File: src/rtl/flash_stat_pkg.sv
package flash_stat_pkg;
  localparam int STAT_W    = 9;
  localparam int ECC_N     = 2;
  localparam int B_BUSY    = 0;
  localparam int B_CLOSED  = 1;
  localparam int B_COMP    = 2;
  localparam int B_WRAL    = 3;
  localparam int B_FAIL_LO = 4;
  localparam int B_FAIL_HI = 5;
  localparam int B_SLEEP   = 6;
  localparam int B_ECC_LO  = 7;
  localparam int B_ECC_HI  = 8;
  localparam logic [STAT_W-1:0] STICKY_MASK = 9'h1BC;

  typedef enum logic [1:0] {
    FAIL_NONE    = 2'b00,
    FAIL_IGNORED = 2'b01,
    FAIL_VERIFY  = 2'b10,
    FAIL_ABORT   = 2'b11
  } fail_code_e;
endpackage

File: src/rtl/fst_cmd_ctrl.sv
module fst_cmd_ctrl #(
  parameter int ADDR_W  = 17,
  parameter int ROW_LSB = 8
) (
  input  logic              clk,
  input  logic              rst_n,
  input  logic              cmd_req_i,
  input  logic              cmd_write_i,
  input  logic              cmd_idle_i,
  input  logic [ADDR_W-1:0] cmd_addr_i,
  input  logic              eng_consumed_i,
  input  logic              eng_done_i,
  input  logic              reg_wr_i,
  output logic              busy_o,
  output logic              closed_o,
  output logic              cmd_accept_o,
  output logic              idle_accept_o,
  output logic              burst_wr_o,
  output logic              reg_accept_o
);
  localparam int ROW_W = ADDR_W - ROW_LSB;

  logic             busy_q, busy_d;
  logic             closed_q, closed_d;
  logic             win_q, win_d;
  logic [ROW_W-1:0] row_q, row_d;
  logic             row_en;
  logic             accept;
  logic             same_row;
  logic             addr_lo_unused;

  assign addr_lo_unused = ^cmd_addr_i[ROW_LSB-1:0];

  // request decode
  always_comb begin
    same_row = (cmd_addr_i[ADDR_W-1:ROW_LSB] == row_q);
    accept   = cmd_req_i && (!busy_q || (win_q && cmd_write_i));
  end

  // next state
  always_comb begin
    busy_d = busy_q;
    if (accept)          busy_d = 1'b1;
    else if (eng_done_i) busy_d = 1'b0;

    closed_d = closed_q;
    if (accept && cmd_write_i)            closed_d = 1'b1;
    else if (eng_consumed_i || eng_done_i) closed_d = 1'b0;

    win_d = win_q;
    if (accept || eng_done_i)         win_d = 1'b0;
    else if (eng_consumed_i && busy_q) win_d = 1'b1;

    row_en = accept && cmd_write_i;
    row_d  = cmd_addr_i[ADDR_W-1:ROW_LSB];
  end

  // registers
  always_ff @(posedge clk or negedge rst_n) begin
    if (!rst_n) begin
      busy_q   <= 1'b0;
      closed_q <= 1'b0;
      win_q    <= 1'b0;
    end else begin
      busy_q   <= busy_d;
      closed_q <= closed_d;
      win_q    <= win_d;
    end
  end

  always_ff @(posedge clk or negedge rst_n) begin
    if (!rst_n) begin
      row_q <= '0;
    end else if (row_en) begin
      row_q <= row_d;
    end
  end

  assign busy_o        = busy_q;
  assign closed_o      = closed_q;
  assign cmd_accept_o  = accept;
  assign idle_accept_o = accept && cmd_idle_i;
  assign burst_wr_o    = accept && win_q && cmd_write_i && same_row;
  assign reg_accept_o  = reg_wr_i && !closed_q;

  AST_CLOSED_NEEDS_BUSY: assert property (@(posedge clk) disable iff (!rst_n)
    closed_q |-> busy_q);
  AST_BURST_WHILE_BUSY: assert property (@(posedge clk) disable iff (!rst_n)
    burst_wr_o |-> (busy_q && !closed_q));
  AST_BUSY_HOLDS: assert property (@(posedge clk) disable iff (!rst_n)
    (busy_q && !eng_done_i) |=> busy_q);
endmodule

File: src/rtl/fst_status.sv
module fst_status
  import flash_stat_pkg::*;
(
  input  logic             clk,
  input  logic             rst_n,
  input  logic             cmd_accept_i,
  input  logic             idle_accept_i,
  input  logic             eng_done_i,
  input  logic [1:0]       eng_result_i,
  input  logic             eng_consumed_i,
  input  logic             por_done_i,
  input  logic             eng_ecc1_i,
  input  logic             eng_ecc2_i,
  input  logic             eng_sleep_i,
  input  logic             eng_wake_i,
  input  logic [ECC_N-1:0] clr_ecc_i,
  input  logic             clr_fail_i,
  input  logic             clr_wral_i,
  input  logic             clr_comp_i,
  output logic [ECC_N-1:0] ecc_o,
  output logic             sleep_o,
  output logic [1:0]       fail_o,
  output logic             wral_o,
  output logic             comp_o
);
  logic [ECC_N-1:0] ecc_set;
  logic [ECC_N-1:0] ecc_q;
  logic [1:0]       fail_q, fail_d;
  logic             fail_load;
  logic             sleep_q, sleep_d;
  logic             wral_q, wral_d;
  logic             comp_q, comp_d;

  // index 0 -> double-bit (status bit 7), index 1 -> single-bit (status bit 8)
  assign ecc_set = {eng_ecc1_i, eng_ecc2_i};

  for (genvar i = 0; i < ECC_N; i++) begin : g_ecc
    logic bit_d;
    always_comb begin
      bit_d = ecc_q[i];
      if (ecc_set[i])        bit_d = 1'b1;
      else if (clr_ecc_i[i]) bit_d = 1'b0;
    end
    always_ff @(posedge clk or negedge rst_n) begin
      if (!rst_n) ecc_q[i] <= 1'b0;
      else        ecc_q[i] <= bit_d;
    end
    AST_ECC_SET_WINS: assert property (@(posedge clk) disable iff (!rst_n)
      ecc_set[i] |=> ecc_q[i]);
  end

  always_comb begin
    fail_load = eng_done_i && (eng_result_i != FAIL_NONE) &&
                ((fail_q == FAIL_NONE) || clr_fail_i);
    fail_d = fail_q;
    if (fail_load)       fail_d = eng_result_i;
    else if (clr_fail_i) fail_d = FAIL_NONE;

    sleep_d = sleep_q;
    if (idle_accept_i || eng_wake_i) sleep_d = 1'b0;
    else if (eng_sleep_i)            sleep_d = 1'b1;

    wral_d = wral_q;
    if (eng_consumed_i)  wral_d = 1'b1;
    else if (clr_wral_i) wral_d = 1'b0;

    comp_d = comp_q;
    if (cmd_accept_i)                  comp_d = 1'b0;
    else if (eng_done_i || por_done_i) comp_d = 1'b1;
    else if (clr_comp_i)               comp_d = 1'b0;
  end

  always_ff @(posedge clk or negedge rst_n) begin
    if (!rst_n) begin
      fail_q  <= FAIL_NONE;
      sleep_q <= 1'b0;
      wral_q  <= 1'b0;
      comp_q  <= 1'b0;
    end else begin
      fail_q  <= fail_d;
      sleep_q <= sleep_d;
      wral_q  <= wral_d;
      comp_q  <= comp_d;
    end
  end

  assign ecc_o   = ecc_q;
  assign fail_o  = fail_q;
  assign sleep_o = sleep_q;
  assign wral_o  = wral_q;
  assign comp_o  = comp_q;

  AST_FAIL_KEEPS_FIRST: assert property (@(posedge clk) disable iff (!rst_n)
    ((fail_q != FAIL_NONE) && !clr_fail_i) |=> $stable(fail_q));
  AST_COMP_CLEARED_BY_CMD: assert property (@(posedge clk) disable iff (!rst_n)
    cmd_accept_i |=> !comp_q);
  AST_WRAL_SET_WINS: assert property (@(posedge clk) disable iff (!rst_n)
    eng_consumed_i |=> wral_q);
endmodule

File: src/rtl/fst_irq.sv
module fst_irq
  import flash_stat_pkg::*;
(
  input  logic              clk,
  input  logic              rst_n,
  input  logic              ien_wr_i,
  input  logic [STAT_W-1:0] ien_wdata_i,
  input  logic [STAT_W-1:0] stat_i,
  output logic              irq_o
);
  logic [STAT_W-1:0] ien_q;

  always_ff @(posedge clk or negedge rst_n) begin
    if (!rst_n)        ien_q <= '0;
    else if (ien_wr_i) ien_q <= ien_wdata_i;
  end

  assign irq_o = |(stat_i & ien_q & STICKY_MASK);

  AST_IRQ_NEEDS_STICKY: assert property (@(posedge clk) disable iff (!rst_n)
    irq_o |-> ((stat_i & STICKY_MASK) != '0));
endmodule

File: src/rtl/flash_stat_tracker.sv
module flash_stat_tracker
  import flash_stat_pkg::*;
#(
  parameter int ADDR_W  = 17,
  parameter int ROW_LSB = 8
) (
  input  logic              clk,
  input  logic              rst_n,
  input  logic              clr_wr_i,
  input  logic [8:0]        clr_mask_i,
  input  logic              ien_wr_i,
  input  logic [8:0]        ien_wdata_i,
  input  logic              reg_wr_i,
  output logic              reg_accept_o,
  input  logic              cmd_req_i,
  input  logic              cmd_write_i,
  input  logic              cmd_idle_i,
  input  logic [ADDR_W-1:0] cmd_addr_i,
  output logic              cmd_accept_o,
  output logic              burst_wr_o,
  input  logic              eng_consumed_i,
  input  logic              eng_done_i,
  input  logic [1:0]        eng_result_i,
  input  logic              eng_ecc1_i,
  input  logic              eng_ecc2_i,
  input  logic              eng_sleep_i,
  input  logic              eng_wake_i,
  input  logic              por_done_i,
  output logic [8:0]        stat_o,
  output logic              irq_o
);
  logic [1:0]       rst_sync_q;
  logic             rst_n_s;
  logic             busy, closed, idle_accept;
  logic [ECC_N-1:0] ecc, clr_ecc;
  logic [1:0]       fail;
  logic             sleep, wral, comp;
  logic             clr_fail, clr_wral, clr_comp;
  logic             clr_ro_unused;

  // reset asserted asynchronously, released on the clock
  always_ff @(posedge clk or negedge rst_n) begin
    if (!rst_n) rst_sync_q <= 2'b00;
    else        rst_sync_q <= {rst_sync_q[0], 1'b1};
  end
  assign rst_n_s = rst_sync_q[1];

  // clear decode: read-only positions take no effect
  assign clr_ecc       = clr_wr_i ? clr_mask_i[B_ECC_HI:B_ECC_LO] : '0;
  assign clr_fail      = clr_wr_i && (clr_mask_i[B_FAIL_HI] || clr_mask_i[B_FAIL_LO]);
  assign clr_wral      = clr_wr_i && clr_mask_i[B_WRAL];
  assign clr_comp      = clr_wr_i && clr_mask_i[B_COMP];
  assign clr_ro_unused = ^{clr_mask_i[B_SLEEP], clr_mask_i[B_CLOSED], clr_mask_i[B_BUSY]};

  fst_cmd_ctrl #(.ADDR_W(ADDR_W), .ROW_LSB(ROW_LSB)) u_cmd (
    .clk            (clk),
    .rst_n          (rst_n_s),
    .cmd_req_i      (cmd_req_i),
    .cmd_write_i    (cmd_write_i),
    .cmd_idle_i     (cmd_idle_i),
    .cmd_addr_i     (cmd_addr_i),
    .eng_consumed_i (eng_consumed_i),
    .eng_done_i     (eng_done_i),
    .reg_wr_i       (reg_wr_i),
    .busy_o         (busy),
    .closed_o       (closed),
    .cmd_accept_o   (cmd_accept_o),
    .idle_accept_o  (idle_accept),
    .burst_wr_o     (burst_wr_o),
    .reg_accept_o   (reg_accept_o)
  );

  fst_status u_stat (
    .clk            (clk),
    .rst_n          (rst_n_s),
    .cmd_accept_i   (cmd_accept_o),
    .idle_accept_i  (idle_accept),
    .eng_done_i     (eng_done_i),
    .eng_result_i   (eng_result_i),
    .eng_consumed_i (eng_consumed_i),
    .por_done_i     (por_done_i),
    .eng_ecc1_i     (eng_ecc1_i),
    .eng_ecc2_i     (eng_ecc2_i),
    .eng_sleep_i    (eng_sleep_i),
    .eng_wake_i     (eng_wake_i),
    .clr_ecc_i      (clr_ecc),
    .clr_fail_i     (clr_fail),
    .clr_wral_i     (clr_wral),
    .clr_comp_i     (clr_comp),
    .ecc_o          (ecc),
    .sleep_o        (sleep),
    .fail_o         (fail),
    .wral_o         (wral),
    .comp_o         (comp)
  );

  assign stat_o = {ecc, sleep, fail, wral, comp, closed, busy};

  fst_irq u_irq (
    .clk         (clk),
    .rst_n       (rst_n_s),
    .ien_wr_i    (ien_wr_i),
    .ien_wdata_i (ien_wdata_i),
    .stat_i      (stat_o),
    .irq_o       (irq_o)
  );

  AST_RO_BITS_KEEP: assert property (@(posedge clk) disable iff (!rst_n_s)
    (clr_wr_i && !cmd_req_i && !eng_done_i && !eng_consumed_i) |=> $stable(stat_o[B_CLOSED:B_BUSY]));
endmodule

File: config.mk
export PLATFORM = sky130hd
export DESIGN_NAME = flash_stat_tracker
export DESIGN_NICKNAME = d
export VERILOG_FILES = /design/src/rtl/flash_stat_pkg.sv /design/src/rtl/fst_cmd_ctrl.sv /design/src/rtl/fst_status.sv /design/src/rtl/fst_irq.sv /design/src/rtl/flash_stat_tracker.sv
export SDC_FILE = /design/constraint.sdc
export NUM_CORES = 1
export LEC_CHECK = 0
export BUFFER_PORTS_ARGS = -buffer_cell sky130_fd_sc_hd__buf_2
export CAP_MARGIN = 20
export CORE_ASPECT_RATIO = 0.7
export CORE_MARGIN = 1.5
export CORE_UTILIZATION = 28
export CTS_BUF_LIST = sky130_fd_sc_hd__clkbuf_8 sky130_fd_sc_hd__clkbuf_16
export CTS_CLUSTER_SIZE = 14
export DETAILED_ROUTE_END_ITERATION = 10
export PLACE_DENSITY = 0.53
export SYNTH_ARGS = -nofsm -noshare
export SYNTH_HDL_FRONTEND = slang
export SYNTH_SLANG_ARGS = --single-unit
File: constraint.sdc
create_clock -name clk -period 1.8 [get_ports clk]
set_clock_uncertainty 0.2 [all_clocks]
set_input_delay 0.18 -clock clk [delete_from_list [all_inputs] [get_ports clk]]
set_output_delay 0.18 -clock clk [all_outputs]
set_load 0.005 [all_outputs]
==> impl_metrics.toml, run 1 <==
[setup_path]
cp_common_cell = "buf_2"
cpPeakStageDelay_ns = 0.54
worst_path_max_delay_cell = "dlygate4sd3_1"
crit_path_max_fanout = 2
crit_arrival_ns = 1.39
cp-end-kind = "primary output"
critical_path_class = "in -> out"
path_cells = "dlygate4sd3_1 > buf_2 > xnor2_1 > nand4_1 > nor3_2 > buf_2"
crit_required_ns = 1.42
critPathLaunchType = "primary input"

[grt]
grt-ovfl-total = 0
grtUsageTotal = 0.123
grt_pass1_wl_um = 4420
antenna_found_initial = 0
grt_pass1_vias = 1016
grt_max_degree = 16

[floorplan]
pin_count = 65
start_util = 0.297
die_w_um = 80.8
die-area_sq_um = 4640
die_h_um = 57.5
num_rows = 19
design.core.area_sq_um = 3990

[power]
power_density_nw_per_um2 = 795
ir_drop_uv = 377
p_total_mw = 1.45
cellLeakagePower_nw = 0.837

[routing]
via_count = 975
wl_per_cell_um = 12.2
drcViolationCount = 0
firstDrtPassIters = 3
wirelength_um = 2760
viasPerCell = 4.31
final_antenna_net_count = 0
drtIter0Drc = 27

[cts]
post_cts_buffers = 0
ctsHtreeMaxLevel = 1
cts.sinks = 27
cts_made_buffers = 3
clockBufferDepth = 2
cts_tree = "yes"
clk_latency_ns = 0.26
path_clk_slew_ns = 0.08
root_buffer = "clkbuf_8"

[run_status]
status = "finished, final reports clean"

[min_path]
hp-class = "reg -> async"

[yosys]
yosys-top-cells-area = "dfrtp_1 (57%), mux2_2 (14%), xnor2_1 (5.9%)"
ys_seq_area_frac = 0.570
ys_warn_count = 0
synth_cells = 94
syn_area_sq_um = 1190
syn_area_per_cell_sq_um = 12.6
synth_top_area_frac = 0.570
mappedNetlistNets = 146
ys_ff_latch = 27
synth_cell_types = 23
synth_top_area_cell = "dfrtp_1"

[cells_and_area]
antennaDiodeCount = 0
drive_gt1_frac = 0.420
layout_commonest_cell = "buf_2"
fin_util = 0.457
final_cell_mix = "buf_2 (50), dlygate4sd3_1 (30), dfrtp_1 (27)"
syn2layout_area_growth_pct = 54.0
nets = 227

[sta]
fin_crit_sh = 0.982
finalSetupViolCount = 0
drv_slew = 0
hold_viol = 0
period_needed_ns = 1.77
finalSetupTns_ns = 0
fmax_ghz = 0.566
rsz0062_at_grt = "yes"

[run]
drv_cap = 0

[placement]
portBuffers = 50
dpl.hpwl_um = 2040
place_congestion = 0.741
## cell usage after synthesis
cell,number
nor2b_1,1
nand3_1,1
nor3_1,2
a21o_1,5
a32o_1,2
nor2_1,3
buf_4,5
or3_1,1
a211oi_1,2
a21oi_1,1
dfrtp_1,27
xnor2_1,8
a21oi_4,1
nand4_1,2
inv_1,2
xor2_1,1
mux2_2,15
a22oi_1,3
conb_1,1
clkbuf_1,1
o21ai_0,1
a21boi_1,1
nand2_1,8
## registers in the layout, indices dropped and copies added (netlist names)
| name | count |
|---|---|
| u_cmd.row_q | 9 |
| u_irq.ien_q | 6 |
| rst_sync_q | 2 |
| u_stat.ecc_o | 2 |
| u_stat.fail_o | 2 |
| u_cmd.busy_o | 1 |
| u_cmd.closed_o | 1 |
| u_cmd.win_q | 1 |
| u_stat.comp_o | 1 |
| u_stat.sleep_o | 1 |
| u_stat.wral_o | 1 |
## area by class of cell
class                   count  area, sq um
clock buffers               3         41.3
repair buffers             82          566
fillers                   387         2170
flip-flops and latches     27          676
well taps                  52         65.1
inverters                   2         7.51
clock inverters             1         5.00
multi-input cells          59          467
## worst max-delay path, delay by kind of cell
| family | cells | cell delay [ns] |
|---|---|---|
| xor gates and xnor gates | 1 | 0.12 |
| buffers and inverters | 3 | 0.80 |
| and+or+nand+nor | 2 | 0.29 |
## power by group
group	total, mW	switching [mW]	internal [mW]
Clock	0.324	0.169	0.154
Sequential	0.779	0.0748	0.704
Combinational	0.349	0.127	0.223
Total	1.45	0.371	1.08
## final timing paths
check	startpoint	cells after the start	slack (ns)	endpoint
setup / recovery	cmd_addr_i[13]	6	0.03	burst_wr_o
hold / removal	rst_sync_q[1]	1	0.002	u_irq.ien_q[3]
setup reg to reg	u_cmd.busy_o	2	0.28	u_cmd.row_q[3]
hold reg to reg	rst_sync_q[1]	1	0.002	u_irq.ien_q[3]
max in group asynchronous	rst_n	3	0.74	rst_sync_q[0]
min in group clk	clr_mask_i[2]	4	0.03	u_stat.comp_o
## logic make-up after synthesis
family                    after synthesis  share of synthesized area
AOI/OAI and AO/OA                      16                      0.109
buffers and inverters                   8                     0.0411
other                                   1                    0.00316
and+or+nand+nor                        18                     0.0686
DFF                                    27                      0.570
xor gates and xnor gates                9                     0.0665
muxes                                  15                      0.142
## through the flow
| step | std cells | setup slack (ns) | hold slack [ns] | instance area [sq um] |
|---|---|---|---|---|
| after floorplan | 94 | 0.374 | -0.316 | 1190 |
| after global placement | 192 | 0.249 | -0.232 | 1480 |
| after detailed placement | 192 | 0.247 | -0.231 | 1480 |
| after CTS | 226 | 0.00823 | 0.0119 | 1820 |
| after global routing | 226 | -0.0673 | 0.0280 | 1830 |
| final | 226 | 0.0329 | 0.00235 | 1830 |
## layer usage
metal | global-route usage | share of wire
met1 | 0.142 | 0.43
met2 | 0.238 | 0.54
met3 | 0.0256 | 0.030
met4 | 0.0222 | 0.0091
met5 | 0 | 0
## timing repair
item                                    CTS  global route
endpoints found under the setup margin    1             1
resized for setup                         0             1
hold buffers                             30             0
endpoints found under the hold margin    25             0
pin swaps                                 2             0
No activity file was read; power rests on OpenSTA's default activity.
==> inputs of run 2 (changes only) <==
--- a/config.mk
+++ b/config.mk
@@ -13,7 +13,7 @@
 export CTS_BUF_LIST = sky130_fd_sc_hd__clkbuf_8 sky130_fd_sc_hd__clkbuf_16
 export CTS_CLUSTER_SIZE = 14
 export DETAILED_ROUTE_END_ITERATION = 10
-export PLACE_DENSITY = 0.53
+export PLACE_DENSITY = 0.55
 export SYNTH_ARGS = -nofsm -noshare
 export SYNTH_HDL_FRONTEND = slang
 export SYNTH_SLANG_ARGS = --single-unit
==> constraint.sdc (replaced) <==
create_clock -name clk -period 1.6 [get_ports clk]
set_clock_uncertainty 0.2 [all_clocks]
set_input_delay 0.16 -clock clk [delete_from_list [all_inputs] [get_ports clk]]
set_output_delay 0.16 -clock clk [all_outputs]
set_load 0.005 [all_outputs]
==> run 2 against run 1 <==
Against the previous run:
- the flow now finishes with violations (negative setup slack)
- non-clock buffer count grew 3
- final cell count grew 1.3%
- via count grew 6.2%
- design area grew 1.2%
- critical path depth shrank 2
- power grew 15%
- routed wire length grew 8.3%
- largest cell class unchanged
- setup slack lost 0.20 ns
- count of clock-buffer cells in the layout is the same
- clock power grew 19%
- die area is the same
==> impl_metrics.toml, run 2 (synthesized netlist as in run 1, its figures left out) <==
[sta]
period_needed_ns = 1.77
rsz0062_at_grt = "yes"
fin_crit_sh = 1.10
fmax_ghz = 0.566
hold_viol = 0
finalSetupViolCount = 1
finalSetupTns_ns = -0.166
drv_slew = 0
layout_setup_ws_ns = -0.166

[cts]
clk_latency_ns = 0.27
clockBufferDepth = 2
path_clk_slew_ns = 0.09
root_buffer = "clkbuf_8"
cts.sinks = 27
cts_tree = "yes"
ctsHtreeMaxLevel = 1
cts_made_buffers = 3

[setup_path]
crit_path_max_fanout = 2
r2r_end = "u_cmd.row_q[1]"
crit_arrival_ns = 1.41
cp-end-kind = "primary output"
crit_end = "burst_wr_o"
rr_worst_depth = 2
cp-startpoint = "u_cmd.row_q[4]"
critical_path_class = "reg -> out"
crit_required_ns = 1.24
critPathLaunchType = "flop"
reg2reg_slack_ns = 0.09
r2r-start = "u_cmd.busy_o"

[power]
intPower_mw = 1.23
pwr-share-seq = 0.525
pwr-share-clk = 0.231
comb_power_share = 0.244
p_total_mw = 1.68
p_sw_frac = 0.267
power_density_nw_per_um2 = 906
ir_drop_uv = 357
p_sw_mw = 0.447
cellLeakagePower_nw = 0.852

[cells_and_area]
nets = 230
antennaDiodeCount = 0
top_register = "u_cmd.row_q"
largest_reg_flops = 9
syn2layout_area_growth_pct = 55.9
fin_util = 0.463
layoutNonFillerInstCount = 229
layout_commonest_cell = "buf_2"
final_cell_mix = "buf_2 (50), dlygate4sd3_1 (30), dfrtp_1 (27)"
finalInstanceArea_sq_um = 1850
drive_gt1_frac = 0.429
reg_top3 = "u_cmd.row_q (9), u_irq.ien_q (6)"

[routing]
wirelength_um = 2990
wl_per_cell_um = 13.0
drtIter0Drc = 33
final_antenna_net_count = 0
via_count = 1035
firstDrtPassIters = 3
viasPerCell = 4.52
drcViolationCount = 0

[grt]
grt_max_degree = 16
grt-ovfl-total = 0
grtUsageTotal = 0.138
antenna_found_initial = 0
grt_pass1_vias = 1085
grt_pass1_wl_um = 4840

[floorplan]
start_util = 0.297
die-area_sq_um = 4640
die_w_um = 80.8
num_rows = 19
die_h_um = 57.5
design.core.area_sq_um = 3990
pin_count = 65

[run_status]
status = "finished with violations"
failed_checks = "negative setup slack"

[placement]
dpl.hpwl_um = 2130
portBuffers = 50
place_area_sq_um = 1480
place_congestion = 0.720
dp.cells = 193

[run]
drv_cap = 0

[min_path]
hp-class = "reg -> async"
-- run 2: cell types whose count changed in the layout (fill, tap and decap cells not counted) --
cell / change
buf_4: +3
-- run 2: stage by stage --
stage	worst slack (ns)	hold WS [ns]
after floorplan	0.194	-0.336
after global placement	0.0813	-0.252
after detailed placement	0.0763	-0.249
after CTS	-0.205	0.0212
after global routing	-0.233	0.0409
final	-0.166	0.0114
-- run 2: layout make-up --
class,instances,area (sq um)
fillers,393,2140
clock inverters,1,5.00
clock buffers,3,41.3
multi-input cells,59,467
repair buffers,85,588
flip-flops and latches,27,676
inverters,2,7.51
well taps,52,65.1
-- run 2: worst min-delay path by stage --
stage | from | endpoint | depth (start not counted) | slack [ns]
after floorplan | rst_n | rst_sync_q[0] | 0 | -0.34
after global placement | rst_n | rst_sync_q[0] | 1 | -0.25
after detailed placement | rst_n | rst_sync_q[0] | 1 | -0.25
after CTS | clr_mask_i[2] | u_stat.comp_o | 4 | 0.02
after global routing | ien_wr_i | u_irq.ien_q[3] | 2 | 0.04
final | rst_sync_q[1] | u_irq.ien_q[2] | 1 | 0.01
-- run 2: what timing repair did --
item,4_1_cts,5_1_grt
hold endpoints to repair,25,0
cloned,0,0
gates resized for setup,0,1
setup endpoints to repair,1,2
pin swaps,1,0
setup buffers,0,2
hold buffers,30,0
-- run 2: layer usage --
| layer | part of all wire | vias to the layer above | global-route usage |
|---|---|---|---|
| met2 | 0.50 | 38 | 0.255 |
| met5 | 0 | - | 0 |
| li1 | - | 489 | - |
| met3 | 0.063 | 4 | 0.0448 |
| met4 | 0.0087 | 0 | 0.0271 |
| met1 | 0.43 | 504 | 0.158 |
-- run 2: power groups by stage --
stage / clock, mW / sequential [mW] / combinational [mW]
after global routing: 0.436 / 0.893 / 0.456
after detailed placement: 0 / 0.890 / 0.342
after floorplan: 0 / 0.877 / 0.225
final: 0.387 / 0.879 / 0.410
after global placement: 0 / 0.880 / 0.328
after CTS: 0.407 / 0.876 / 0.401
-- run 2: worst max-delay path: stages, from the launching register on --
cell and delay [ns]:
dfrtp_1 0.40, xor2_1 0.16, or3_1 0.36, nor3_2 0.10, buf_2 0.13
==> inputs of run 3 (changes only) <==
--- a/config.mk
+++ b/config.mk
@@ -5,6 +5,7 @@
 export SDC_FILE = /design/constraint.sdc
 export NUM_CORES = 1
 export LEC_CHECK = 0
+export ABC_AREA = 1
 export BUFFER_PORTS_ARGS = -buffer_cell sky130_fd_sc_hd__buf_2
 export CAP_MARGIN = 20
 export CORE_ASPECT_RATIO = 0.7
@@ -13,7 +14,7 @@
 export CTS_BUF_LIST = sky130_fd_sc_hd__clkbuf_8 sky130_fd_sc_hd__clkbuf_16
 export CTS_CLUSTER_SIZE = 14
 export DETAILED_ROUTE_END_ITERATION = 10
-export PLACE_DENSITY = 0.55
+export PLACE_DENSITY = 0.53
 export SYNTH_ARGS = -nofsm -noshare
 export SYNTH_HDL_FRONTEND = slang
 export SYNTH_SLANG_ARGS = --single-unit
==> run 3 against run 2 <==
Against the previous run:
- count of clock-buffer cells in the layout stayed put
- largest cell class unchanged
- critical path depth stayed put
- the run ends with design-rule violations, negative setup slack left
- setup slack better by 0.16 ns
- power is 4.1% higher
- register-to-register slack better by 0.05 ns
- area after synthesis is 11% higher
- sequential share of layout area is 2.6 points lower
- critical endpoint is now u_stat.ecc_o[1]
- via count is 16% higher
- sequential cell count stayed put
==> impl_metrics.toml, run 3 <==
[run_status]
status = "finished with violations"
failed_checks = "design-rule violations, negative setup slack"

[floorplan]
die_h_um = 60.3
design.core.area_sq_um = 4430
die-area_sq_um = 5120
die_w_um = 84.9
num_rows = 20
pin_count = 65
start_util = 0.297

[yosys]
ys_seq_area_frac = 0.514
yosys-top-cells-area = "dfrtp_1 (51%), nand2_1 (13%), inv_1 (5.4%)"
ys_top_cells_by_count = "nand2_1 (47), dfrtp_1 (27), inv_1 (19)"
synth_edf_count = 0
mappedNetlistNets = 202
ys_ff_latch = 27
synth_top_area_cell = "dfrtp_1"
synth_cells = 150
synth_flop_cell = "dfrtp_1"
syn_area_sq_um = 1310
syn_area_per_cell_sq_um = 8.76
ys_warn_count = 0
yosysMostFrequentCell = "nand2_1"
synth_cell_types = 19
synth_top_area_frac = 0.514
synthArstFlopShare = 1.00

[placement]
dp.cells = 249
place_congestion = 0.741
dpl.hpwl_um = 2150
portBuffers = 50

[sta]
drv_slew = 0
fmax_ghz = 0.621
hold_viol = 0
fin_crit_sh = 1.01
layout_setup_ws_ns = -0.00992
holdWs_ns = 0.00186
period_needed_ns = 1.61
finalSetupTns_ns = -0.00992
rsz0062_at_grt = "yes"
finalSetupViolCount = 1

[cells_and_area]
largest_reg_flops = 9
layout_commonest_cell = "buf_2"
drive_gt1_frac = 0.318
nFillCells = 424
syn2layout_area_growth_pct = 51.7
reg_top3 = "u_cmd.row_q (9), u_irq.ien_q (6)"
layoutNonFillerInstCount = 288
top_register = "u_cmd.row_q"
nets = 286
antennaDiodeCount = 0
final_cell_mix = "buf_2 (50), nand2_1 (47), dlygate4sd3_1 (32)"

[power]
ir_drop_uv = 371
comb_power_share = 0.280
pwr-share-clk = 0.218
power_density_nw_per_um2 = 876
intPower_mw = 1.23
p_sw_frac = 0.294
p_sw_mw = 0.513
p_total_mw = 1.75
pwr-share-seq = 0.502
cellLeakagePower_nw = 1.06

[cts]
clk_latency_ns = 0.27
path_clk_slew_ns = 0.09
cts_tree = "yes"
clockBufferDepth = 2
cts.sinks = 27
cts_made_buffers = 3
ctsHtreeMaxLevel = 1
root_buffer = "clkbuf_8"

[setup_path]
crit_required_ns = 1.55
cp-end-kind = "flop"
critical_path_class = "in -> reg"
crit_arrival_ns = 1.56
crit_path_max_fanout = 1
critPathLaunchType = "primary input"

[routing]
wl_met2_um = 1500
via_count = 1197
viasPerCell = 4.16
drt-met1-wl_um = 1390
wl_per_cell_um = 10.8
wirelength_um = 3110
wl_met3_um = 140
drcViolationCount = 2
firstDrtPassIters = 8
highest_layer = "met4"
final_antenna_net_count = 0
drtIter0Drc = 49

[grt]
antenna_found_initial = 0
grt_pass1_vias = 1212
grt_max_degree = 18
grtUsageTotal = 0.131
grt_pass1_wl_um = 5150
grt-ovfl-total = 0

[run]
drv_cap = 0

[min_path]
hp-class = "in -> reg"
## run 3: cell types whose count changed after synthesis, sizes merged, moves of 3 or more
cell / delta
a22oi: -3
mux2: -9
nor2: +10
inv: +17
a21o: -3
o21ai: +9
a22o: +3
nand3: +7
xnor2: -8
nand2: +41
## run 3: through the flow
step	worst slack [ns]	util	cell area, sq um
finish	-0.00992	0.450	1990
floorplan	0.367	-	1310
CTS	-0.000261	0.447	1980
detailed placement	0.278	0.361	1600
global placement	0.288	0.361	1600
global route	-0.0755	0.450	1990
## run 3: timing repair
item	4_1_cts	5_1_grt
hold buffers	32	0
pin swaps	5	4
setup endpoints to repair	1	2
resized for setup	0	2
endpoints found under the hold margin	35	0
setup buffers	2	1
cloned	0	0
## run 3: routing by layer
metal | up-vias | track usage
li1 | 628 | -
met1 | 534 | 0.150
met2 | 27 | 0.238
met3 | 8 | 0.0387
met4 | 0 | 0.0539
met5 | - | 0
## run 3: cell type report
type / instances / area [sq um] / area share
Sequential cell: 27 / 676 / 0.339
Timing Repair Buffer: 86 / 613 / 0.308
Multi-Input combinational cell: 97 / 518 / 0.260
Inverter: 19 / 71.3 / 0.0358
Tap cell: 55 / 68.8 / 0.0345
Clock buffer: 3 / 41.3 / 0.0207
Clock inverter: 1 / 5.00 / 0.00251
## run 3: worst max-delay path: stages
cell	delay (ns)
dlygate4sd3_1	0.57
buf_2	0.13
a21o_1	0.15
dlygate4sd3_1	0.56
## run 3: path summary, 6_finish.rpt
kind	startpoint	endpoint	slack, ns	depth (start not counted)
min	eng_sleep_i	u_stat.sleep_o	0.002	5
max reg2reg	u_stat.ecc_o[1]	u_stat.ecc_o[1]	0.14	2
min in group asynchronous	rst_sync_q[1]	u_stat.ecc_o[0]	0.03	1
max	eng_ecc1_i	u_stat.ecc_o[1]	-0.01	4
min reg2reg	rst_sync_q[1]	u_stat.ecc_o[0]	0.03	1
max in group asynchronous	rst_sync_q[1]	u_irq.ien_q[7]	0.36	1
## run 3: power groups by stage
| stage | Clock (mW) | Combinational (mW) | Sequential (mW) |
|---|---|---|---|
| after floorplan | 0 | 0.278 | 0.879 |
| after global placement | 0 | 0.389 | 0.892 |
| after detailed placement | 0 | 0.394 | 0.891 |
| after CTS | 0.403 | 0.482 | 0.873 |
| after global routing | 0.430 | 0.555 | 0.889 |
| final | 0.381 | 0.488 | 0.877 |
## run 3: cells by family (layout without fill, tap and decap cells)
family,Yosys count,after routing,synth area share
mux,6,6,0.0514
buf+inv,26,109,0.0943
compound gates,16,16,0.0905
simple gates,71,71,0.227
flops,27,27,0.514
xor+xnor,3,3,0.0200
other cells,1,1,0.00285
